### src/rtl/sb_pkg.sv
package sb_pkg;

  // Strobes issued by the control block to the entry datapath.
  typedef struct packed {
    logic push;
    logic pop;
  } sbStrobe_t;

  // Outcome of the forwarding search for one load lookup.
  typedef enum logic [1:0] {
    FWD_NONE    = 2'd0,
    FWD_HIT     = 2'd1,
    FWD_PARTIAL = 2'd2
  } fwdRes_t;

endpackage

### src/rtl/sb_data.sv
module sb_data
  import sb_pkg::*;
#(
  parameter int AW    = 32,
  parameter int DW    = 32,
  parameter int DEPTH = 8
) (
  input  logic              clk,
  input  logic              rstN,
  input  sbStrobe_t         strb,
  input  logic [AW-1:0]     stAddr,
  input  logic [DW-1:0]     stData,
  input  logic [DW/8-1:0]   stMask,
  input  logic [AW-1:0]     ldAddr,
  input  logic [DW/8-1:0]   ldMask,
  output logic              headValid,
  output logic [AW-1:0]     headAddr,
  output logic [DW-1:0]     headData,
  output logic [DW/8-1:0]   headMask,
  output fwdRes_t           fwdRes,
  output logic [DW-1:0]     fwdData
);
  localparam int MW = DW / 8;
  localparam int PW = (DEPTH > 1) ? $clog2(DEPTH) : 1;
  localparam int WO = (MW > 1) ? $clog2(MW) : 0;

  logic [AW-1:0]  addrQ [DEPTH];
  logic [DW-1:0]  dataQ [DEPTH];
  logic [MW-1:0]  maskQ [DEPTH];
  logic [DEPTH-1:0] validQ;
  logic [PW-1:0]  wrPtr, rdPtr;

  // Ring pointers and per-entry valid bits
  always_ff @(posedge clk) begin
    if (!rstN) begin
      wrPtr  <= '0;
      rdPtr  <= '0;
      validQ <= '0;
    end else begin
      if (strb.push) begin
        wrPtr <= PW'(wrPtr + 1'b1);
      end
      if (strb.pop) begin
        rdPtr <= PW'(rdPtr + 1'b1);
      end
      for (int i = 0; i < DEPTH; i++) begin
        if (strb.push && (wrPtr == PW'(i))) begin
          validQ[i] <= 1'b1;
        end else if (strb.pop && (rdPtr == PW'(i))) begin
          validQ[i] <= 1'b0;
        end
      end
    end
  end

  // Entry payload storage, written in place without reset
  generate
    for (genvar g = 0; g < DEPTH; g++) begin : gEntry
      always_ff @(posedge clk) begin
        if (strb.push && (wrPtr == PW'(g))) begin
          addrQ[g] <= stAddr;
          dataQ[g] <= stData;
          maskQ[g] <= stMask;
        end
      end
    end
  endgenerate

  assign headValid = validQ[rdPtr];
  assign headAddr  = addrQ[rdPtr];
  assign headData  = dataQ[rdPtr];
  assign headMask  = maskQ[rdPtr];

  // Youngest-first search for an overlapping store to the same word
  logic [PW-1:0] idx;
  logic          found;
  logic [MW-1:0] ovl;
  always_comb begin
    fwdRes  = FWD_NONE;
    fwdData = '0;
    found   = 1'b0;
    idx     = '0;
    ovl     = '0;
    for (int age = 0; age < DEPTH; age++) begin
      idx = PW'(wrPtr - PW'(age + 1));
      ovl = maskQ[idx] & ldMask;
      if (!found && validQ[idx] && (|ovl) &&
          (addrQ[idx][AW-1:WO] == ldAddr[AW-1:WO])) begin
        found   = 1'b1;
        fwdData = dataQ[idx];
        fwdRes  = (ovl == ldMask) ? FWD_HIT : FWD_PARTIAL;
      end
    end
  end

  // when the pointers meet on a valid entry, the ring is completely full
  a_r2_full_ring: assert property (@(posedge clk) disable iff (!rstN)
    (wrPtr == rdPtr && validQ[rdPtr]) |-> (&validQ));

  // a pop leaves the old head slot invalid unless it was refilled in the same cycle
  a_r3_pop_frees: assert property (@(posedge clk) disable iff (!rstN)
    (strb.pop && !strb.push) |=> !validQ[$past(rdPtr)]);

endmodule

### src/rtl/sb_ctrl.sv
module sb_ctrl
  import sb_pkg::*;
#(
  parameter int AW    = 32,
  parameter int DEPTH = 8,
  parameter int LB    = 6
) (
  input  logic          clk,
  input  logic          rstN,
  input  logic          stValid,
  input  logic          ldValid,
  input  logic          fenceReq,
  input  logic          headValid,
  input  logic [AW-LB-1:0] headLine,
  input  logic          headOwned,
  input  logic          rfoAck,
  input  logic          ownLost,
  input  logic [AW-LB-1:0] ownLostLine,
  input  fwdRes_t       fwdRes,
  output sbStrobe_t     strb,
  output logic          stReady,
  output logic          memStall,
  output logic          cmtValid,
  output logic          rfoReq,
  output logic          ldFwdHit,
  output logic          ldStall
);
  localparam int PW = (DEPTH > 1) ? $clog2(DEPTH) : 1;
  localparam int CW = PW + 1;

  logic [CW-1:0] count, countNext;
  logic          rfoBusy;
  logic          fencePending;
  logic          full;
  logic          lostHit;

  assign full     = (count == CW'(DEPTH));
  assign stReady  = !full && !fencePending;
  assign memStall = fencePending;

  assign cmtValid  = headValid && headOwned;
  assign strb.push = stValid && stReady;
  assign strb.pop  = cmtValid;

  assign countNext = count + CW'(strb.push) - CW'(strb.pop);

  assign rfoReq  = headValid && !headOwned && !rfoBusy;
  assign lostHit = ownLost && (ownLostLine == headLine);

  assign ldFwdHit = ldValid && !fencePending && (fwdRes == FWD_HIT);
  assign ldStall  = ldValid && (fencePending || (fwdRes == FWD_PARTIAL));

  always_ff @(posedge clk) begin
    if (!rstN) begin
      count        <= '0;
      rfoBusy      <= 1'b0;
      fencePending <= 1'b0;
    end else begin
      count <= countNext;
      if (rfoReq) begin
        rfoBusy <= 1'b1;
      end else if (rfoBusy && (rfoAck || lostHit)) begin
        rfoBusy <= 1'b0;
      end
      fencePending <= fenceReq || (fencePending && (countNext != '0));
    end
  end

  // occupancy never exceeds the configured depth
  a_r2_no_overflow: assert property (@(posedge clk) disable iff (!rstN)
    count <= CW'(DEPTH));

  // the control count and the datapath head flag agree
  a_r3_head_consistent: assert property (@(posedge clk) disable iff (!rstN)
    headValid == (count != '0));

  // a request is never repeated in back-to-back cycles
  a_r5_single_rfo: assert property (@(posedge clk) disable iff (!rstN)
    rfoReq |=> !rfoReq);

  // a fence pulse blocks new stores from the following cycle
  a_r9_fence_blocks: assert property (@(posedge clk) disable iff (!rstN)
    fenceReq |=> (memStall && !stReady));

  // an empty buffer releases the fence one cycle later
  a_r9_fence_release: assert property (@(posedge clk) disable iff (!rstN)
    (memStall && count == '0 && !fenceReq) |=> !memStall);

  // a load is never both forwarded and stalled
  a_r8_exclusive: assert property (@(posedge clk) disable iff (!rstN)
    ldStall |-> !ldFwdHit);

endmodule

### src/rtl/coh_store_buffer.sv
module coh_store_buffer
  import sb_pkg::*;
#(
  parameter int AW    = 32,
  parameter int DW    = 32,
  parameter int DEPTH = 8,
  parameter int LB    = 6
) (
  input  logic              clk,
  input  logic              rstN,
  input  logic              stValid,
  output logic              stReady,
  input  logic [AW-1:0]     stAddr,
  input  logic [DW-1:0]     stData,
  input  logic [DW/8-1:0]   stMask,
  input  logic              ldValid,
  input  logic [AW-1:0]     ldAddr,
  input  logic [DW/8-1:0]   ldMask,
  output logic              ldFwdHit,
  output logic [DW-1:0]     ldFwdData,
  output logic              ldStall,
  input  logic              fenceReq,
  output logic              memStall,
  output logic [AW-LB-1:0]  headLine,
  input  logic              headOwned,
  output logic              rfoReq,
  input  logic              rfoAck,
  input  logic              ownLost,
  input  logic [AW-LB-1:0]  ownLostLine,
  output logic              cmtValid,
  output logic [AW-1:0]     cmtAddr,
  output logic [DW-1:0]     cmtData,
  output logic [DW/8-1:0]   cmtMask
);
  sbStrobe_t     strb;
  fwdRes_t       fwdRes;
  logic          headValid;
  logic [AW-1:0] headAddr;

  sb_data #(.AW(AW), .DW(DW), .DEPTH(DEPTH)) data_i (
    .clk(clk), .rstN(rstN), .strb(strb),
    .stAddr(stAddr), .stData(stData), .stMask(stMask),
    .ldAddr(ldAddr), .ldMask(ldMask),
    .headValid(headValid), .headAddr(headAddr),
    .headData(cmtData), .headMask(cmtMask),
    .fwdRes(fwdRes), .fwdData(ldFwdData)
  );

  assign headLine = headAddr[AW-1:LB];
  assign cmtAddr  = headAddr;

  sb_ctrl #(.AW(AW), .DEPTH(DEPTH), .LB(LB)) ctrl_i (
    .clk(clk), .rstN(rstN),
    .stValid(stValid), .ldValid(ldValid), .fenceReq(fenceReq),
    .headValid(headValid), .headLine(headLine), .headOwned(headOwned),
    .rfoAck(rfoAck), .ownLost(ownLost), .ownLostLine(ownLostLine),
    .fwdRes(fwdRes), .strb(strb),
    .stReady(stReady), .memStall(memStall), .cmtValid(cmtValid),
    .rfoReq(rfoReq), .ldFwdHit(ldFwdHit), .ldStall(ldStall)
  );

  // nothing is written to the cache for a line that is not owned
  a_r4_commit_owned: assert property (@(posedge clk) disable iff (!rstN)
    cmtValid |-> headOwned);

  // a request is only raised for a line that is not yet owned
  a_r5_rfo_unowned: assert property (@(posedge clk) disable iff (!rstN)
    rfoReq |-> !headOwned);

endmodule

### config.mk
export PLATFORM = sky130hd
export DESIGN_NAME = coh_store_buffer
export DESIGN_NICKNAME = d
export VERILOG_FILES = /design/src/rtl/sb_pkg.sv /design/src/rtl/sb_data.sv /design/src/rtl/sb_ctrl.sv /design/src/rtl/coh_store_buffer.sv
export SDC_FILE = /design/constraint.sdc
export NUM_CORES = 2
export LEC_CHECK = 0
export BUFFER_PORTS_ARGS = -buffer_cell sky130_fd_sc_hd__clkbuf_2
export CAP_MARGIN = 5
export CORE_MARGIN = 1
export CORE_UTILIZATION = 32
export DETAILED_ROUTE_END_ITERATION = 10
export PLACE_DENSITY = 0.51
export SYNTH_ARGS = -nofsm -noshare
export SYNTH_HDL_FRONTEND = slang
export SYNTH_SLANG_ARGS = --single-unit
### constraint.sdc
create_clock -name clk -period 10.7 [get_ports clk]
set_input_delay 1.07 -clock clk [delete_from_list [all_inputs] [get_ports clk]]
set_output_delay 1.07 -clock clk [all_outputs]
set_load 0.05 [all_outputs]
==> impl_metrics.toml <==
[setup_path]
rrSetupSlack_ns = 5.82
critPathRequiredTime_ns = 9.63
cp_max_fo = 60
start_kind = "flop"
rr_endpoint = "ctrl_i.rfoBusy"
crit_arrival_ns = 8.24
crit_path_end_kind = "primary output"
r2r_cells = 9
crit_type = "flop to primary output"

[sta]
worst_pin_slew_ns = 1.200
setup-violations-final = 0
max_slew_margin_pct = 19.37
max_clock_freq_mhz = 107.4
report.final.slew_viol_count = 0
rsz0062_at_grt = "false"
fin_crit_sh_pct = 87.00
fin_skew_ns = 0.03191
hold_viol_final = 0
fin_crit_ns = 9.309
layout_setup_ws_ns = 1.391
setup_tns_ns = 0

[detailed_routing]
drt_wl_total_mm = 210.6
vias = 40546
drcViolationCount = 0
ant_nets = 0
drt-initial-drc-count = 5594
drt-pass1-iter-count = 7
wl_per_cell_um = 34.04
viasPerCell = 6.553

[yosys]
synth-edff-count = 544
ys_types = 95
yosysMostFrequentCell = "mux4_2"
synthCells = 3897
synth_nets = 4055
synth_warnings = 0
synthFlopType = "edfxtp_1"
synth-seq-cells = 570
syn_area_per_cell_um2 = 13.83
netlist.area_leader.share_pct = 34.76
synthTopCellsByCount = "mux4_2 (832), edfxtp_1 (544), mux2i_1 (512)"
async_flop_share_pct = 0
synth_seq_area_share_pct = 31.27
syn_area_um2 = 53900
yosys.area.top_type = "mux4_2"
yosys-top-cells-area = "mux4_2 (35%), edfxtp_1 (30%), mux2i_1 (9.5%), mux2_2 (3.3%), xnor2_1 (2.8%)"

[layout]
multi_input_area_um2 = 34770
drive_gt1_share_pct = 38.11
ff_latch_area_um2 = 16890
area_growth_pct = 9.937
layout.nets = 4074
fillers = 15984

[floorplanning]
die-area_um2 = 170100
floorplan.initialDensity_pct = 32.23
coreArea_um2 = 167200
pin_count = 270
row_count = 150
die_x_um = 412.4
die_h_um = 412.4

[cts]
cts.path.max_buffers = 3
cts-root-buf = "clkbuf_16"
clk_pin_slew_ns = 0.06
numCtsBuffers = 70
clock_latency_ns = 0.72
cts_setup_buffers = 0
cts_tree = "done"
clock_sinks = 570
post_cts_resized = 0
htree_num_levels = 3
holdBufCountCts = 0

[grt]
grt_max_degree = 96
grtUsageTotal_pct = 24.24
antenna_found_initial = 29
grt_pass1_wl_mm = 296.1
overflow = 0
grt_pass1_vias = 38457

[power_and_ir_drop]
p_leak_uw = 0.01958
power_density_nw_per_um2 = 184.6
ir_drop_mv = 0.1606

[run_status]
outcome = "finished, final reports clean"

[worst_hold_path]
hp-start = "fenceReq"
min_to = "ctrl_i.memStall"
hp-class = "input pin to flop"
holdPathStages = 2

[placement]
port_buffers = 267
dp.final_hpwl_mm = 139.6
place_ws_ns = 2.353
place_congestion = 0.9927

[run]
max_cap_viol_count = 0
## per-layer routing
layer / track usage [%] / wire length [um]
met1: 33.53 / 85530
met2: 37.36 / 96980
met5: 0 / 181
met4: 8.595 / 7475
met3: 5.207 / 20460
## per-stage QoR
step | total power (uW) | std cells | instance area, um2 | util (%) | hold slack [ns]
finish | 10940 | 6187 | 59260 | 35.44 | 0.5783
floorplan | 7008 | 3897 | 53900 | - | 0.5264
global route | 11330 | 6180 | 59240 | 35.43 | 0.5863
CTS | 10930 | 6174 | 59220 | 35.42 | 0.5479
global placement | 8453 | 6048 | 56900 | 34.02 | 0.5669
detailed placement | 8462 | 6048 | 56900 | 34.02 | 0.5718
## final cells by class
cell class	instances	share of cell area (%)
antenna	13	0.05490
multi-input combinational	2866	58.68
clock buffer	82	3.032
clock inverter	44	0.8953
sequential	570	28.50
timing repair buffer	364	3.894
tap	2204	4.654
inverter	44	0.2893
## flip-flops by register name, indices dropped and copies added, names as in the netlist, 3 cells and up, named ones only
register / cells
ctrl_i.count: 4
data_i.addrQ: 256
data_i.wrPtr: 3
data_i.maskQ: 32
data_i.dataQ: 256
data_i.validQ: 8
data_i.rdPtr: 3
## worst max-delay path by stage
stage                              end  cells after the start  slack, ns       startpoint
detailed placement            ldFwdHit                     14       2.35  data_i.wrPtr[2]
CTS                       ldFwdData[2]                     13       1.57  data_i.wrPtr[2]
global placement          ldFwdData[2]                     13       2.42  data_i.wrPtr[2]
global route                  ldFwdHit                     13       1.21  data_i.wrPtr[2]
floorplan           data_i.addrQ[4][0]                      5       3.44  ctrl_i.memStall
finish                    ldFwdData[2]                     13       1.39  data_i.wrPtr[2]
## where the power goes
group	total, uW	switching [uW]	internal (uW)
logic	5690	3290	2400
clock network	2450	1060	1390
registers	2800	229	2570
## cell usage in the layout, fill, tap and decap left out, types with 64 or more instances in the layout
cell and instances:
nand2_1 295, xnor2_1 175, mux4_2 832, clkbuf_2 260, mux2i_1 512, a21oi_1 68
buf_4 86, a22oi_1 88, mux2_2 156, clkbuf_16 70, edfxtp_1 544, o21ai_0 64
## kinds of logic (layout without fill, tap and decap cells)
group,count (synthesis),after routing,synth area share [%]
XOR/XNOR,220,220,3.589
flip-flops,570,570,31.27
AO/OA/AOI/OAI,460,460,6.240
adder cells (fa/ha/maj),20,20,0.4782
buffers and inverters,461,534,4.536
AND/OR/NAND/NOR,664,664,6.256
other,0,13,0
multiplexers,1502,1502,47.63
## worst max-delay path: stages, from the launching register on
cell      delay, ns
dfxtp_4        0.78
clkinv_2       0.63
ha_4           0.92
buf_12         0.41
mux4_2         0.37
mux2i_1        0.23
xnor2_1        0.09
nor4_1         0.69
nand4_1        0.41
nor4_4         1.07
or3_2          0.65
buf_4          0.48
o221a_1        0.46
buf_12         0.18
Power figures use the tool's default switching activity.
